**src/rtl/sar_pkg.sv**
```systemverilog
// Shared types of the access resolver: level code, verdict, decision and
// the pre-decoded condition bundle used by every per-level chain.
package sar_pkg;
    localparam int LVL_W   = 2;
    localparam int NUM_LVL = 3;   // levels 1..3 have their own chain

    typedef logic [LVL_W-1:0] lvl_t;

    typedef enum logic [1:0] {
        V_NONE  = 2'd0,
        V_UNDEF = 2'd1,
        V_TRAP  = 2'd2,
        V_DO    = 2'd3
    } verdict_e;

    typedef struct packed {
        verdict_e verdict;
        lvl_t     target;
    } decision_t;

    typedef struct packed {
        logic early_undef;  // routing hit with early policy
        logic route_hit;    // level 3 present and both routing bits set
        logic late_undef;   // late policy set
        logic hyp_trap;     // a hypervisor trap bit active under level 2
        logic en_l1;
        logic en_l2;
        logic en_l3;
    } cond_t;
endpackage

```
**src/rtl/sar_cond_decode.sv**
```systemverilog
// Condition decoder: reduces the raw control bits into the shared
// predicates that the level chains test. Purely combinational.
// Assumes the inputs are stable for the cycle in which a request is given.
module sar_cond_decode
    import sar_pkg::*;
(
    input  logic  ifc_en_l1,
    input  logic  ifc_en_l2,
    input  logic  ifc_en_l3,
    input  logic  l2_active,
    input  logic  hyp_trap_all,
    input  logic  hyp_fiq_ovr,
    input  logic  hyp_irq_ovr,
    input  logic  top_route_irq,
    input  logic  top_route_fiq,
    input  logic  l3_present,
    input  logic  pol_undef_early,
    input  logic  pol_undef_late,
    output cond_t cond
);
    logic route_both;

    // Routing check: both interrupt kinds taken to level 3, which exists.
    always_comb route_both = l3_present & top_route_irq & top_route_fiq;

    // Assemble the predicate bundle. The three hypervisor traps share one
    // target, so their relative order does not change the outcome.
    always_comb begin
        cond.early_undef = route_both & pol_undef_early;
        cond.route_hit   = route_both;
        cond.late_undef  = pol_undef_late;
        cond.hyp_trap    = l2_active & (hyp_trap_all | hyp_fiq_ovr | hyp_irq_ovr);
        cond.en_l1       = ifc_en_l1;
        cond.en_l2       = ifc_en_l2;
        cond.en_l3       = ifc_en_l3;
    end
endmodule

```
**src/rtl/sar_level_chain.sv**
```systemverilog
// One priority chain for a given source level (parameter LEVEL, 1..3).
// Each variant is chosen at elaboration; the first matching check decides.
// Assumes cond is the decoded bundle of the current cycle.
module sar_level_chain
    import sar_pkg::*;
#(
    parameter int unsigned LEVEL = 1
) (
    input  cond_t     cond,
    output decision_t dec
);
    localparam lvl_t L1 = lvl_t'(1);
    localparam lvl_t L2 = lvl_t'(2);
    localparam lvl_t L3 = lvl_t'(3);

    generate
        if (LEVEL == 1) begin : g_l1
            // Level 1: early undef, own enable, hypervisor, routing, perform.
            always_comb begin
                dec = '{verdict: V_DO, target: '0};
                if (cond.early_undef)      dec = '{verdict: V_UNDEF, target: '0};
                else if (!cond.en_l1)      dec = '{verdict: V_TRAP,  target: L1};
                else if (cond.hyp_trap)    dec = '{verdict: V_TRAP,  target: L2};
                else if (cond.route_hit)
                    dec = cond.late_undef ? '{verdict: V_UNDEF, target: '0}
                                          : '{verdict: V_TRAP,  target: L3};
            end
        end else if (LEVEL == 2) begin : g_l2
            // Level 2: early undef, own enable, routing, perform.
            always_comb begin
                dec = '{verdict: V_DO, target: '0};
                if (cond.early_undef)      dec = '{verdict: V_UNDEF, target: '0};
                else if (!cond.en_l2)      dec = '{verdict: V_TRAP,  target: L2};
                else if (cond.route_hit)
                    dec = cond.late_undef ? '{verdict: V_UNDEF, target: '0}
                                          : '{verdict: V_TRAP,  target: L3};
            end
        end else begin : g_l3
            // Level 3: own enable only.
            always_comb begin
                if (!cond.en_l3) dec = '{verdict: V_TRAP, target: L3};
                else             dec = '{verdict: V_DO,   target: '0};
            end
        end
    endgenerate
endmodule

```
**src/rtl/sar_result_reg.sv**
```systemverilog
// Result register: turns the selected decision into one-hot flags plus
// target level and syndrome, one cycle after the request.
// Assumes dec is V_NONE whenever no request is present.
module sar_result_reg
    import sar_pkg::*;
#(
    parameter int unsigned       SYND_W     = 6,
    parameter logic [SYND_W-1:0] SYND_CLASS = SYND_W'(8'h18)
) (
    input  logic              clk,
    input  logic              rst_n,
    input  decision_t         dec,
    output logic              is_undef,
    output logic              is_trap,
    output lvl_t              trap_lvl,
    output logic [SYND_W-1:0] syn_class,
    output logic              wr_en
);
    // Register the decoded result; synchronous active-low clear.
    always_ff @(posedge clk) begin
        if (!rst_n) begin
            is_undef  <= 1'b0;
            is_trap   <= 1'b0;
            trap_lvl  <= '0;
            syn_class <= '0;
            wr_en     <= 1'b0;
        end else begin
            is_undef  <= (dec.verdict == V_UNDEF);
            is_trap   <= (dec.verdict == V_TRAP);
            trap_lvl  <= (dec.verdict == V_TRAP) ? dec.target : '0;
            syn_class <= (dec.verdict == V_TRAP) ? SYND_CLASS : '0;
            wr_en     <= (dec.verdict == V_DO);
        end
    end
endmodule

```
**src/rtl/sreg_access_resolver.sv**
```systemverilog
// Top of the access resolver for writes to the interrupt-generation
// system register. Applies the global undefined checks, picks the chain of
// the current level and registers the outcome (latency one cycle).
// Assumes all control inputs are valid in the cycle req_valid is high.
module sreg_access_resolver
    import sar_pkg::*;
#(
    parameter int unsigned       SYND_W     = 6,
    parameter logic [SYND_W-1:0] SYND_CLASS = SYND_W'(8'h18)
) (
    input  logic              clk,
    input  logic              rst_n,
    input  logic              req_valid,
    input  logic [1:0]        cur_lvl,
    input  logic              feat_ic,
    input  logic              feat_wide,
    input  logic              ifc_en_l1,
    input  logic              ifc_en_l2,
    input  logic              ifc_en_l3,
    input  logic              l2_active,
    input  logic              hyp_trap_all,
    input  logic              hyp_fiq_ovr,
    input  logic              hyp_irq_ovr,
    input  logic              top_route_irq,
    input  logic              top_route_fiq,
    input  logic              l3_present,
    input  logic              pol_undef_early,
    input  logic              pol_undef_late,
    output logic              is_undef,
    output logic              is_trap,
    output logic [1:0]        trap_lvl,
    output logic [SYND_W-1:0] syn_class,
    output logic              wr_en
);
    cond_t     cond;
    decision_t chain_dec [NUM_LVL];
    decision_t sel_dec;

    sar_cond_decode u_cond (
        .ifc_en_l1       (ifc_en_l1),
        .ifc_en_l2       (ifc_en_l2),
        .ifc_en_l3       (ifc_en_l3),
        .l2_active       (l2_active),
        .hyp_trap_all    (hyp_trap_all),
        .hyp_fiq_ovr     (hyp_fiq_ovr),
        .hyp_irq_ovr     (hyp_irq_ovr),
        .top_route_irq   (top_route_irq),
        .top_route_fiq   (top_route_fiq),
        .l3_present      (l3_present),
        .pol_undef_early (pol_undef_early),
        .pol_undef_late  (pol_undef_late),
        .cond            (cond)
    );

    generate
        for (genvar g = 0; g < NUM_LVL; g++) begin : g_chain
            sar_level_chain #(.LEVEL(g + 1)) u_chain (
                .cond (cond),
                .dec  (chain_dec[g])
            );
        end
    endgenerate

    // Global gate, then the chain belonging to the requesting level.
    always_comb begin
        sel_dec = '{verdict: V_NONE, target: '0};
        if (req_valid) begin
            if (!(feat_ic && feat_wide)) sel_dec = '{verdict: V_UNDEF, target: '0};
            else begin
                case (cur_lvl)
                    2'd1:    sel_dec = chain_dec[0];
                    2'd2:    sel_dec = chain_dec[1];
                    2'd3:    sel_dec = chain_dec[2];
                    default: sel_dec = '{verdict: V_UNDEF, target: '0};
                endcase
            end
        end
    end

    sar_result_reg #(.SYND_W(SYND_W), .SYND_CLASS(SYND_CLASS)) u_res (
        .clk       (clk),
        .rst_n     (rst_n),
        .dec       (sel_dec),
        .is_undef  (is_undef),
        .is_trap   (is_trap),
        .trap_lvl  (trap_lvl),
        .syn_class (syn_class),
        .wr_en     (wr_en)
    );


    result_onehot_chk: assert property (@(posedge clk) disable iff (!rst_n)
        $onehot0({is_undef, is_trap, wr_en}));


    result_latency_chk: assert property (@(posedge clk) disable iff (!rst_n)
        (is_undef | is_trap | wr_en) == $past(req_valid & rst_n));


    global_undef_chk: assert property (@(posedge clk) disable iff (!rst_n)
        $past(rst_n & req_valid & ((cur_lvl == 2'd0) | ~(feat_ic & feat_wide)))
        |-> is_undef);


    top_level_defined_chk: assert property (@(posedge clk) disable iff (!rst_n)
        $past(rst_n & req_valid & feat_ic & feat_wide & (cur_lvl == 2'd3))
        |-> !is_undef);


    syndrome_value_chk: assert property (@(posedge clk) disable iff (!rst_n)
        is_trap ? (syn_class == SYND_CLASS) : (syn_class == '0 && trap_lvl == 2'd0));


    target_not_lower_chk: assert property (@(posedge clk) disable iff (!rst_n)
        is_trap |-> (trap_lvl >= $past(cur_lvl)) && (trap_lvl != 2'd0));
endmodule

```
**config.mk**
```make
export PLATFORM = sky130hd
export DESIGN_NAME = sreg_access_resolver
export DESIGN_NICKNAME = d
export VERILOG_FILES = /design/src/rtl/sar_pkg.sv /design/src/rtl/sar_cond_decode.sv /design/src/rtl/sar_level_chain.sv /design/src/rtl/sar_result_reg.sv /design/src/rtl/sreg_access_resolver.sv
export SDC_FILE = /design/constraint.sdc
export NUM_CORES = 1
export LEC_CHECK = 0
export CAP_MARGIN = 5
export CORE_MARGIN = 5
export CORE_UTILIZATION = 34
export DETAILED_ROUTE_END_ITERATION = 8
export PLACE_DENSITY = 0.76
export REMOVE_ABC_BUFFERS = 1
export SKIP_LAST_GASP = 1
export SLEW_MARGIN = 20
export SYNTH_ARGS = -nofsm -noshare
export SYNTH_HDL_FRONTEND = slang
export SYNTH_SLANG_ARGS = --single-unit
```
**constraint.sdc**
```tcl
create_clock -name clk -period 1.68 [get_ports clk]
set_input_delay 0.336 -clock clk [delete_from_list [all_inputs] [get_ports clk]]
set_output_delay 0.336 -clock clk [all_outputs]
set_load 0.1 [all_outputs]
```
==> impl_metrics.toml, run 1 <==
[run_status]
status = "completed"

[cells_and_area]
finalNetCount = 104
final_cell_mix = "clkdlybuf4s50_1 (13), buf_4 (10), buf_12 (7)"
layout_commonest_cell = "clkdlybuf4s50_1"
final_layout_size_suffix_gt1_frac = 0.3690
insertedDiodeCount = 0
utilization = 0.6952
area_growth_pct = 94.02

[setup_path]
crit_buf_inv = 1
path_class = "in2reg"
critPathMaxStageDelay_ns = 0.47
worstPathMaxFanout = 4
critPathTopFamily = "compound AO/OA/AOI/OAI gates"
cp_num_cells = 5
arrival_ns = 1.77
cp.required_ns = 1.81
cp-start-kind = "input pin"
endpoint_kind = "flop"
crit_chain = "clkdlybuf4s50_1 -> nand4b_4 -> a2111oi_4 -> o211ai_2 -> nor2b_1"
slowest_stage = "clkdlybuf4s50_1"

[synth]
synthArstFlopShare = 0
synth_edf_count = 0
yosysSeqAreaShare = 0.2174
synth.largest_area_cell = "dfxtp_1"
ys_types = 31
synth_ff_type = "dfxtp_1"
syn-cell-area_um2 = 460.4
yosys-top-cells-area = "dfxtp_1 (22%), buf_4 (9.8%), a2111oi_4 (6.0%)"
yosysWarnings = 0
yosysTopAreaCellShare = 0.2174
syn_avg_cell_area_um2 = 9.397
yosys_register_bits = 5
syn_inst = 49

[route]
avgRoutedWirePerCell_um = 14.41
num_vias = 513
routed_wl_um = 1427
drt-vias-per-instance = 5.182
drt-initial-drc-count = 4
drt_pass1_iterations = 3
antenna_left = 0
drc = 0

[floorplan]
start_util = 0.3583
placement_rows = 13
core_region_area_um2 = 1285
io_pins = 30
die_h_um = 46.80
dieWidth_um = 46.80
die_area_um2 = 2190

[global_routing]
groute.usage.overall = 0.1431
grt_pass1_vias = 540
grt_pass1_wl_um = 2208
grt_max_degree = 10
antenna_found_initial = 0
overflow = 0

[sta]
period_minus_slack_ns = 1.640
rsz0062_at_grt = "no"
hold_viol_final = 0
setup_viol = 0
fmax_ghz = 0.6096
fin_crit_sh = 0.9764
slew_violations = 0
fin_tns_setup_ns = 0

[clock_network]
clk_pin_slew_worst_paths_ns = 0.04
cts_sinks = 5
cts-root-buf = "clkbuf_4"
cts_buffer_depth = 2
htreeDepth = 1
cts_hold_buf = 0
cts_buffers = 3
post_cts_buffers = 0
cts_tree = "built"
cts_resized = 3

[power_and_ir_drop]
irDropWorstVdd_mv = 0.5188
total_power_mw = 0.4455
power.leakage_nw = 0.3876
power.density_nw_per_um2 = 498.6

[worst_hold_path]
min_path_type = "in2reg"
holdPathStages = 3

[place]
portBuffers = 25
place_congestion = 0.8705
hpwl_um = 1123

[run]
maxCapViolCount = 0
## tightest hold or removal path: cells and delay by family
family,cells,cell delay (ns)
compound gates,2,0.22
buf+inv,1,0.21
## synthesized netlist by cell type, types with 2 or more instances
library cell and count:
buf_4 6, dfxtp_1 5, a21oi_1 3, a32oi_1 2, and2_0 2, and3b_1 2, inv_1 2, nand2_1 2
nand3_1 2, nor2b_1 2
## through the flow
step	hold slack [ns]	instances	area, µm²	setup slack (ns)
CTS	0.7767	99	870.8	0.005034
detailed placement	0.8028	95	835.8	-0.2997
global route	0.6036	99	893.4	0.0006231
floorplan	0.5290	45	421.7	-0.8534
finish	0.5657	99	893.4	0.03970
global placement	0.8037	95	835.8	-0.2801
## sequential cells by signal, indices dropped and copies added, names as in the netlist
signal	flops
u_res.wr_en	1
u_res.trap_lvl	2
u_res.syn_class	1
u_res.is_undef	1
## cell families (layout without fill, tap and decap cells)
logic type | Yosys count | count (layout) | synth area share
buffers and inverters | 9 | 41 | 0.1250
AOI/OAI and AO/OA | 16 | 16 | 0.3533
DFF | 5 | 5 | 0.2174
and+or+nand+nor | 18 | 18 | 0.2962
other | 1 | 4 | 0.008144
## final timing paths
check / start / to / slack [ns]
setup / recovery: pol_undef_late / u_res.wr_en / 0.04
hold / removal: cur_lvl[1] / u_res.trap_lvl[1] / 0.57
## metal layers
layer / GRT usage / share of wire / up-vias
li1: - / - / 252
met1: 0.1402 / 0.37 / 237
met2: 0.2656 / 0.53 / 24
met3: 0.06513 / 0.093 / 0
met4: 0.04420 / 0 / 0
met5: 0 / 0 / -
## layout make-up
| type | count | area (µm²) |
|---|---|---|
| timing repair buffer | 35 | 407.9 |
| fill | 103 | 391.6 |
| multi-input combinational | 38 | 332.8 |
| sequential | 5 | 100.1 |
| clock buffer | 4 | 26.28 |
| tap | 15 | 18.77 |
| inverter | 2 | 7.507 |
## report_power, final
| group | leakage (nW) | switching [mW] | total (mW) | internal (mW) |
|---|---|---|---|---|
| sequential | 0.0406 | 0.00195 | 0.123 | 0.121 |
| combinational | 0.332 | 0.107 | 0.187 | 0.0799 |
| clock | 0.0150 | 0.0457 | 0.135 | 0.0896 |
| total | 0.388 | 0.155 | 0.445 | 0.291 |
Power figures use the tool's default switching activity.
==> run 2, diff against run 1 <==
--- a/config.mk
+++ b/config.mk
@@ -9,6 +9,7 @@
 export CORE_MARGIN = 5
 export CORE_UTILIZATION = 34
 export DETAILED_ROUTE_END_ITERATION = 8
+export GPL_ROUTABILITY_DRIVEN = 0
 export PLACE_DENSITY = 0.76
 export REMOVE_ABC_BUFFERS = 1
 export SKIP_LAST_GASP = 1
==> results of run 2 <==
Final layout, timing and power as in run 1 (identical DEF).
